`src/rtl/psel_pkg.sv`:
```
package psel_pkg;
   typedef enum logic [1:0] {
      TECH_NONE   = 2'b00,
      TECH_FLUSH  = 2'b01,
      TECH_SWITCH = 2'b10,
      TECH_DRAIN  = 2'b11
   } tech_e;

   typedef enum logic [1:0] {
      OP_LAUNCH = 2'd0,
      OP_STEP   = 2'd1,
      OP_TAINT  = 2'd2,
      OP_RETIRE = 2'd3
   } upd_op_e;
endpackage

```
`src/rtl/psel_slot_track.sv`:
```
module psel_slot_track
   import psel_pkg::*;
#(
   parameter int CNT_W  = 16,
   parameter int STEP_W = 10
) (
   input  logic              clk,
   input  logic              rst_n,
   input  logic              hit,
   input  upd_op_e           op,
   input  logic [STEP_W-1:0] insts,
   output logic              resident,
   output logic              idem,
   output logic [CNT_W-1:0]  prog
);
   if (STEP_W > CNT_W) begin : g_bad_step
      $error("psel_slot_track: STEP_W must not exceed CNT_W");
   end

   logic [CNT_W:0] sum;
   assign sum = {1'b0, prog} + (CNT_W+1)'(insts);

   always_ff @(posedge clk or negedge rst_n) begin
      if (!rst_n) begin
         resident <= 1'b0;
         idem     <= 1'b0;
         prog     <= '0;
      end else if (hit) begin
         case (op)
            OP_LAUNCH: begin
               resident <= 1'b1;
               idem     <= 1'b1;
               prog     <= '0;
            end
            OP_STEP: if (resident) prog <= sum[CNT_W] ? '1 : sum[CNT_W-1:0];
            OP_TAINT: idem <= 1'b0;
            default: begin
               resident <= 1'b0;
               idem     <= 1'b0;
               prog     <= '0;
            end
         endcase
      end
   end

   AST_LAUNCH_RESETS: assert property (@(posedge clk) disable iff (!rst_n)
      hit && op == OP_LAUNCH |=> resident && idem && prog == '0);
   AST_STEP_MONOTONIC: assert property (@(posedge clk) disable iff (!rst_n)
      hit && op == OP_STEP |=> prog >= $past(prog));
   AST_TAINT_STICKY: assert property (@(posedge clk) disable iff (!rst_n)
      resident && !idem && !(hit && op == OP_LAUNCH) |=> !idem);
endmodule

```
`src/rtl/psel_core_cost.sv`:
```
module psel_core_cost
   import psel_pkg::*;
#(
   parameter int SLOTS  = 2,
   parameter int CNT_W  = 16,
   parameter int STEP_W = 10,
   parameter int RATE_W = 4,
   parameter int LAT_W  = 24,
   parameter int OVH_W  = 32,
   localparam int SLOT_W = $clog2(SLOTS),
   localparam int PROD_W = CNT_W + RATE_W
) (
   input  logic              clk,
   input  logic              rst_n,
   input  logic              upd_hit,
   input  logic [SLOT_W-1:0] upd_slot,
   input  upd_op_e           upd_op,
   input  logic [STEP_W-1:0] upd_insts,
   input  logic [LAT_W-1:0]  switch_lat,
   input  logic [CNT_W-1:0]  avg_insts,
   input  logic [RATE_W-1:0] ipc,
   input  logic [RATE_W-1:0] cpi,
   input  logic [LAT_W-1:0]  lat_limit,
   output tech_e             tech,
   output logic [OVH_W-1:0]  ovh,
   output logic              viol
);
   if (SLOTS < 2) begin : g_bad_slots
      $error("psel_core_cost: SLOTS must be at least 2");
   end
   if (LAT_W < PROD_W || OVH_W < RATE_W + LAT_W + 1 || OVH_W < CNT_W + SLOT_W) begin : g_bad_w
      $error("psel_core_cost: cost widths too narrow");
   end

   logic [SLOTS-1:0] res, idem;
   logic [CNT_W-1:0] prog [SLOTS];

   for (genvar s = 0; s < SLOTS; s++) begin : g_slot
      psel_slot_track #(.CNT_W(CNT_W), .STEP_W(STEP_W)) u_track (
         .clk      (clk),
         .rst_n    (rst_n),
         .hit      (upd_hit && upd_slot == SLOT_W'(s)),
         .op       (upd_op),
         .insts    (upd_insts),
         .resident (res[s]),
         .idem     (idem[s]),
         .prog     (prog[s])
      );
   end

   logic              any_res, all_idem;
   logic [CNT_W-1:0]  max_prog, max_rem, rem;
   logic [OVH_W-1:0]  fl_ovh, sw_ovh, dr_ovh;
   logic [PROD_W-1:0] dr_prod;
   logic [LAT_W-1:0]  dr_lat;

   always_comb begin
      any_res  = 1'b0;
      all_idem = 1'b1;
      fl_ovh   = '0;
      max_prog = '0;
      max_rem  = '0;
      rem      = '0;
      for (int s = 0; s < SLOTS; s++) begin
         if (res[s]) begin
            any_res  = 1'b1;
            all_idem = all_idem & idem[s];
            fl_ovh   = fl_ovh + OVH_W'(prog[s]);
            if (prog[s] > max_prog) max_prog = prog[s];
            rem = (avg_insts > prog[s]) ? avg_insts - prog[s] : '0;
            if (rem > max_rem) max_rem = rem;
         end
      end
      dr_ovh = '0;
      for (int s = 0; s < SLOTS; s++) begin
         if (res[s]) dr_ovh = dr_ovh + OVH_W'(max_prog - prog[s]);
      end
      dr_prod = PROD_W'(max_rem) * PROD_W'(cpi);
      dr_lat  = LAT_W'(dr_prod);
      sw_ovh  = (OVH_W'(ipc) * OVH_W'(switch_lat)) << 1;
   end

   logic found, sw_ok, dr_ok;
   assign sw_ok = switch_lat <= lat_limit;
   assign dr_ok = dr_lat <= lat_limit;

   always_comb begin
      tech  = TECH_NONE;
      ovh   = '0;
      viol  = 1'b0;
      found = 1'b0;
      if (any_res) begin
         if (all_idem) begin
            tech  = TECH_FLUSH;
            ovh   = fl_ovh;
            found = 1'b1;
         end
         if (sw_ok && (!found || sw_ovh < ovh)) begin
            tech  = TECH_SWITCH;
            ovh   = sw_ovh;
            found = 1'b1;
         end
         if (dr_ok && (!found || dr_ovh < ovh)) begin
            tech  = TECH_DRAIN;
            ovh   = dr_ovh;
            found = 1'b1;
         end
         if (!found) begin
            viol = 1'b1;
            if (switch_lat <= dr_lat) begin
               tech = TECH_SWITCH;
               ovh  = sw_ovh;
            end else begin
               tech = TECH_DRAIN;
               ovh  = dr_ovh;
            end
         end
      end
   end

   AST_FLUSH_NEEDS_IDEM: assert property (@(posedge clk) disable iff (!rst_n)
      tech == TECH_FLUSH |-> &(idem | ~res));
   AST_VIOL_FALLBACK: assert property (@(posedge clk) disable iff (!rst_n)
      viol |-> (tech == TECH_SWITCH || tech == TECH_DRAIN) && !(&(idem | ~res)));
   AST_EMPTY_NONE: assert property (@(posedge clk) disable iff (!rst_n)
      res == '0 |-> tech == TECH_NONE && ovh == '0 && !viol);
endmodule

```
`src/rtl/psel_victim_rank.sv`:
```
module psel_victim_rank #(
   parameter int NUM_CORES = 4,
   parameter int OVH_W     = 32,
   localparam int CORE_W   = $clog2(NUM_CORES)
) (
   input  logic                       clk,
   input  logic                       rst_n,
   input  logic [NUM_CORES*OVH_W-1:0] ovh_flat,
   input  logic [NUM_CORES-1:0]       viol,
   input  logic [NUM_CORES-1:0]       taken,
   output logic [CORE_W-1:0]          pick,
   output logic                       any_free
);
   logic [OVH_W:0] key, best;

   always_comb begin
      pick     = '0;
      any_free = 1'b0;
      best     = '1;
      key      = '0;
      for (int c = 0; c < NUM_CORES; c++) begin
         key = {viol[c], ovh_flat[c*OVH_W +: OVH_W]};
         if (!taken[c] && (!any_free || key < best)) begin
            best     = key;
            pick     = CORE_W'(c);
            any_free = 1'b1;
         end
      end
   end

   AST_PICK_UNTAKEN: assert property (@(posedge clk) disable iff (!rst_n)
      any_free |-> !taken[pick]);
endmodule

```
`src/rtl/preempt_selector.sv`:
```
module preempt_selector
   import psel_pkg::*;
#(
   parameter int NUM_CORES = 4,
   parameter int SLOTS     = 2,
   parameter int CNT_W     = 16,
   parameter int STEP_W    = 10,
   parameter int RATE_W    = 4,
   parameter int LAT_W     = 24,
   parameter int OVH_W     = 32,
   localparam int CORE_W   = $clog2(NUM_CORES),
   localparam int SLOT_W   = $clog2(SLOTS),
   localparam int REQ_W    = $clog2(NUM_CORES + 1)
) (
   input  logic                        clk,
   input  logic                        rst_n,
   input  logic                        upd_valid,
   input  logic [CORE_W-1:0]           upd_core,
   input  logic [SLOT_W-1:0]           upd_slot,
   input  logic [1:0]                  upd_op,
   input  logic [STEP_W-1:0]           upd_insts,
   input  logic [LAT_W-1:0]            cfg_switch_lat,
   input  logic [CNT_W-1:0]            cfg_avg_insts,
   input  logic [NUM_CORES*RATE_W-1:0] cfg_core_ipc,
   input  logic [NUM_CORES*RATE_W-1:0] cfg_core_cpi,
   input  logic                        req_valid,
   input  logic [REQ_W-1:0]            req_count,
   input  logic [LAT_W-1:0]            req_lat_limit,
   output logic                        req_ready,
   output logic                        vic_valid,
   output logic [CORE_W-1:0]           vic_core,
   output logic [1:0]                  vic_tech,
   output logic                        vic_viol,
   output logic                        done
);
   if (NUM_CORES < 2) begin : g_bad_cores
      $error("preempt_selector: NUM_CORES must be at least 2");
   end

   typedef enum logic {ST_IDLE, ST_BUSY} state_e;
   state_e               state_q;
   logic [REQ_W-1:0]     left_q;
   logic [LAT_W-1:0]     limit_q;
   logic [NUM_CORES-1:0] taken_q;

   tech_e                    core_tech [NUM_CORES];
   logic [NUM_CORES*OVH_W-1:0] core_ovh;
   logic [NUM_CORES-1:0]     core_viol;
   logic [CORE_W-1:0]        pick;
   logic                     any_free;

   for (genvar c = 0; c < NUM_CORES; c++) begin : g_core
      psel_core_cost #(
         .SLOTS(SLOTS), .CNT_W(CNT_W), .STEP_W(STEP_W),
         .RATE_W(RATE_W), .LAT_W(LAT_W), .OVH_W(OVH_W)
      ) u_cost (
         .clk        (clk),
         .rst_n      (rst_n),
         .upd_hit    (upd_valid && upd_core == CORE_W'(c)),
         .upd_slot   (upd_slot),
         .upd_op     (upd_op_e'(upd_op)),
         .upd_insts  (upd_insts),
         .switch_lat (cfg_switch_lat),
         .avg_insts  (cfg_avg_insts),
         .ipc        (cfg_core_ipc[c*RATE_W +: RATE_W]),
         .cpi        (cfg_core_cpi[c*RATE_W +: RATE_W]),
         .lat_limit  (limit_q),
         .tech       (core_tech[c]),
         .ovh        (core_ovh[c*OVH_W +: OVH_W]),
         .viol       (core_viol[c])
      );
   end

   psel_victim_rank #(.NUM_CORES(NUM_CORES), .OVH_W(OVH_W)) u_rank (
      .clk      (clk),
      .rst_n    (rst_n),
      .ovh_flat (core_ovh),
      .viol     (core_viol),
      .taken    (taken_q),
      .pick     (pick),
      .any_free (any_free)
   );

   assign req_ready = (state_q == ST_IDLE);

   always_ff @(posedge clk or negedge rst_n) begin
      if (!rst_n) begin
         state_q   <= ST_IDLE;
         left_q    <= '0;
         limit_q   <= '0;
         taken_q   <= '0;
         vic_valid <= 1'b0;
         vic_core  <= '0;
         vic_tech  <= TECH_NONE;
         vic_viol  <= 1'b0;
         done      <= 1'b0;
      end else begin
         vic_valid <= 1'b0;
         done      <= 1'b0;
         if (state_q == ST_IDLE) begin
            if (req_valid) begin
               limit_q <= req_lat_limit;
               left_q  <= (req_count > REQ_W'(NUM_CORES)) ? REQ_W'(NUM_CORES) : req_count;
               taken_q <= '0;
               state_q <= ST_BUSY;
            end
         end else if (left_q != '0 && any_free) begin
            vic_valid      <= 1'b1;
            vic_core       <= pick;
            vic_tech       <= core_tech[pick];
            vic_viol       <= core_viol[pick];
            taken_q[pick]  <= 1'b1;
            left_q         <= left_q - 1'b1;
         end else begin
            done    <= 1'b1;
            state_q <= ST_IDLE;
         end
      end
   end

   AST_DONE_SINGLE: assert property (@(posedge clk) disable iff (!rst_n)
      done |=> !done);
   AST_LIST_HOLDS_OFF: assert property (@(posedge clk) disable iff (!rst_n)
      vic_valid |-> !req_ready && !done);
   AST_ACCEPT_BLOCKS: assert property (@(posedge clk) disable iff (!rst_n)
      req_valid && req_ready |=> !req_ready);
   AST_NONE_NO_VIOL: assert property (@(posedge clk) disable iff (!rst_n)
      vic_valid && vic_tech == TECH_NONE |-> !vic_viol);
endmodule

```
`config.mk`:
```
export PLATFORM = sky130hd
export DESIGN_NAME = preempt_selector
export DESIGN_NICKNAME = d
export VERILOG_FILES = /design/src/rtl/psel_pkg.sv /design/src/rtl/psel_slot_track.sv /design/src/rtl/psel_core_cost.sv /design/src/rtl/psel_victim_rank.sv /design/src/rtl/preempt_selector.sv
export SDC_FILE = /design/constraint.sdc
export NUM_CORES = 2
export LEC_CHECK = 0
export BUFFER_PORTS_ARGS = -buffer_cell sky130_fd_sc_hd__buf_2
export CORE_ASPECT_RATIO = 1.75
export CORE_MARGIN = 1.5
export CORE_UTILIZATION = 60
export CTS_CLUSTER_DIAMETER = 120
export CTS_CLUSTER_SIZE = 14
export DETAILED_ROUTE_END_ITERATION = 12
export PLACE_DENSITY = 0.88
export SYNTH_ARGS = -nofsm -noshare
export SYNTH_HDL_FRONTEND = slang
export SYNTH_HIERARCHICAL = 1
export SYNTH_SLANG_ARGS = --single-unit
```
`constraint.sdc`:
```
create_clock -name clk -period 19 [get_ports clk]
set_input_delay 0 -clock clk [delete_from_list [all_inputs] [get_ports clk]]
set_output_delay 0 -clock clk [all_outputs]
set_load 0.01 [all_outputs]
```
==> impl_metrics.yaml <==
status:
  status: "complete, but fails checks"
  violations: "max-slew violations"
floorplan:
  die_w_um: 271
  initial_core_util_pct: 60.3
  dieHeight_um: 472
  core_um2: 125000
  io-pin-count: 126
  die-area_um2: 128000
  rows: 172
placed_design:
  portBuffers: 125
  dp.final_hpwl_um: 238000
  gp_congestion: 1.12
power:
  seqPwrFrac_pct: 7.0
  p_int_w: 0.00406
  vdd_drop_max_mv: 0.119
  power_density_nw_per_um2: 122
  switchingPower_w: 0.00569
  p_leak_nw: 39.0
  clkPwrFrac_pct: 4.2
  combPwrFrac_pct: 88.8
  sw_frac_of_total_pct: 58.4
global_route:
  grt_max_degree: 72
  overflow: 0
  grt_pass1_wl_um: 447000
  grt_use_total_pct: 45.0
  grt_pass1_vias: 78500
  antenna_found_initial: 16
min_path:
  min-delay-start: "upd_core[0]"
  min_path_type: "input pin to flip-flop"
  hold_path_depth: 5
finish:
  n_fill_cell: 11000
  layout_common_cells: "ha_1 (1,372), nand2_1 (1,059), inv_1 (1,011)"
  final_common_cell: "ha_1"
  layout-drive-gt1-share_pct: 7.58
  nets: 11900
  area_growth_pct: 5.74
  post-route-util_pct: 63.7
setup_path:
  crit_type: "flip-flop to flip-flop"
  crit_start: "g_core[1].u_cost/g_slot[0].u_track/resident$_DFFE_PN0P_"
  crit_path_top_delay_cell: "o31ai_1"
  cp_common_cell: "o21a_1"
  reg2reg_slack_ps: 600
  rr_worst_depth: 75
  timing.rr.start: "g_core[1].u_cost/g_slot[0].u_track/resident$_DFFE_PN0P_"
  cp_max_fo: 27
  required_ps: 19400
  critPathArrivalTime_ps: 18810
  cpPeakStageDelay_ps: 540
  cp-start-kind: "flip-flop"
  worstSetupEndpointType: "flip-flop"
yosys:
  seq_area_frac_synth_pct: 6.06
  synthDistinctLibCells: 144
  postSynth.asyncResetShare_pct: 100
  synthFlopType: "dfrtp_1"
  yosysWarnings: 6
  synth_seq_cells: 183
  postSynthAreaPerCell_um2: 7.57
  synth-edff-count: 0
  syn_nets: 11800
  syn-cell-area_um2: 75500
  postSynthCellCount: 9981
run:
  maxCapViolations: 0
sta:
  max_slew_margin_pct: -6.90
  finalCritPeriodShare_pct: 96.9
  hold_viol_final: 0
  timing.final.crit_period_ps: 18400
  fmax_ghz: 0.0543
  setup_violations: 0
  slew_violations: 2
  fin_skew_ps: 25.1
  tightest_slew_ps: 1600
  worst_hold_slack_ps: 20.3
cts:
  clkLatencyLatePin_ps: 520
  cts_buffers: 17
  cts_max_level: 4
  clockRootBuffer: "clkbuf_16"
  clkSlewWorstSetupHoldPaths_ps: 90
  clkSinkCount: 183
  clock_path_buffers: 2
  cts_tree: "done"
routing:
  drt-pass1-iter-count: 9
  drt.antenna.violating_nets: 0
  post_drt_wl_per_cell_um: 25.3
  drc: 0
  vias_per_cell: 6.81
  routed_wirelength_um: 296000
  drt_iter0_markers: 7690
  num_vias: 79800
[final timing paths]
path / to
min: g_core[2].u_cost/g_slot[0].u_track/idem$_DFFE_PN0P_
min in group asynchronous: g_core[0].u_cost/g_slot[0].u_track/prog[0]$_DFFE_PN0P_
max reg2reg: vic_tech[0]$_DFFE_PN0P_
min reg2reg: g_core[1].u_cost/g_slot[0].u_track/prog[8]$_DFFE_PN0P_
max in group asynchronous: g_core[2].u_cost/g_slot[1].u_track/resident$_DFFE_PN0P_
max: vic_tech[0]$_DFFE_PN0P_
[sequential cells by signal, summed over array words and instances, names as in the netlist]
signal,cells
done,1
g_core.u_cost/g_slot.u_track/idem,8
g_core.u_cost/g_slot.u_track/prog,128
g_core.u_cost/g_slot.u_track/resident,8
left_q,3
limit_q,24
state_q,1
taken_q,4
vic_core,2
vic_tech,2
vic_valid,1
vic_viol,1
[cells by family after synthesis]
group / share of synthesized area (%)
flip-flops: 6.06
buffers and inverters: 6.82
adder cells (fa/ha/maj): 31.2
multiplexers: 2.95
XOR/XNOR: 4.86
AND/OR/NAND/NOR: 22.5
AO/OA/AOI/OAI: 25.5
[layout make-up]
cell class,count,area [um^2],area share (%)
multi-input cells,8499,66400,83.2
flip-flops and latches,183,4580,5.74
inverters,1020,3830,4.80
repair buffers,327,2300,2.89
well taps,1653,2070,2.59
clock buffers,17,425,0.533
clock inverters,15,210,0.263
diodes,8,20.0,0.0251
[per-layer routing]
metal,part of all wire (%),track usage [%]
met5,0.036,0
met4,12,43.8
met3,9.8,11.4
met2,43,71.0
met1,35,48.7
[power by group through the flow]
| stage | Clock (W) | Sequential (W) | Combinational (W) |
|---|---|---|---|
| 2_1_floorplan | 0 | 0.000538 | 0.00586 |
| 3_3_place_gp | 0 | 0.000644 | 0.00775 |
| 3_5_place_dp | 0 | 0.000646 | 0.00798 |
| 4_1_cts | 0.000411 | 0.000638 | 0.00805 |
| 5_1_grt | 0.000429 | 0.000674 | 0.00934 |
| 6_report | 0.000410 | 0.000682 | 0.00865 |
[worst max-delay path, delay by kind of cell, from the launching register on]
family          cells  cell delay, ps
buf+inv             5            1160
simple gates       18            3320
compound gates     42           10130
flops               1             520
fa+ha+maj           7            1870
mux                 3            1250
[stage by stage]
stage               instances  setup slack [ps]  power (W)  TNS (ps)  cell area (um^2)
floorplan                9981              1190    0.00640         0             75500
global placement        11600               108    0.00840         0             78100
detailed placement      11600              -330    0.00863      -959             78100
CTS                     11700              7.46    0.00910         0             79100
global route            11700             -97.6     0.0104      -267             79800
finish                  11700               595    0.00974         0             79800
[cell usage after synthesis, drive strengths merged (24+ instances only)]
cell     number  area share, %
o21bai       65           0.65
nand2b      134            1.1
a31oi        76           0.66
o31ai        81           0.85
nand3b       33           0.36
or3          69           0.58
o221ai       29           0.34
a221oi       47           0.84
a21boi       47           0.47
xnor2       292            3.4
mux2         78            1.3
and3        123            1.0
a21oi       697            4.7
or2          57           0.47
ha         1373             23
a21o        288            2.9
nand4       173            1.4
buf          99           0.85
dfrtp       183            6.1
nor3b        37           0.37
nor2b       203            1.7
o32ai        33           0.41
nor4         45           0.39
a2111oi      29           0.48
xor2        126            1.5
a211o        44           0.51
mux2i       117            1.6
a211oi      141            1.5
a22oi        25           0.25
o21a        225            2.3
and4         28           0.35
o21ai       596            4.0
clkbuf      180           0.90
nand2      1080            5.4
fa          320            8.5
inv        1018            5.1
o211ai       95           0.96
nor3        174            1.2
o22ai        24           0.21
nand3       189            1.3
and2        345            2.9
a22o         31           0.37
nor2        623            3.3
[timing repair]
item / CTS / global route
endpoints found under the setup margin: 4 / 9
gates resized for setup: 6 / 116
hold buffers: 28 / 0
endpoints found under the hold margin: 93 / 0
gates cloned: 0 / 1
pin swaps: 0 / 14
setup buffers: 0 / 24
Note: power is estimated with default switching activity, not from simulation.
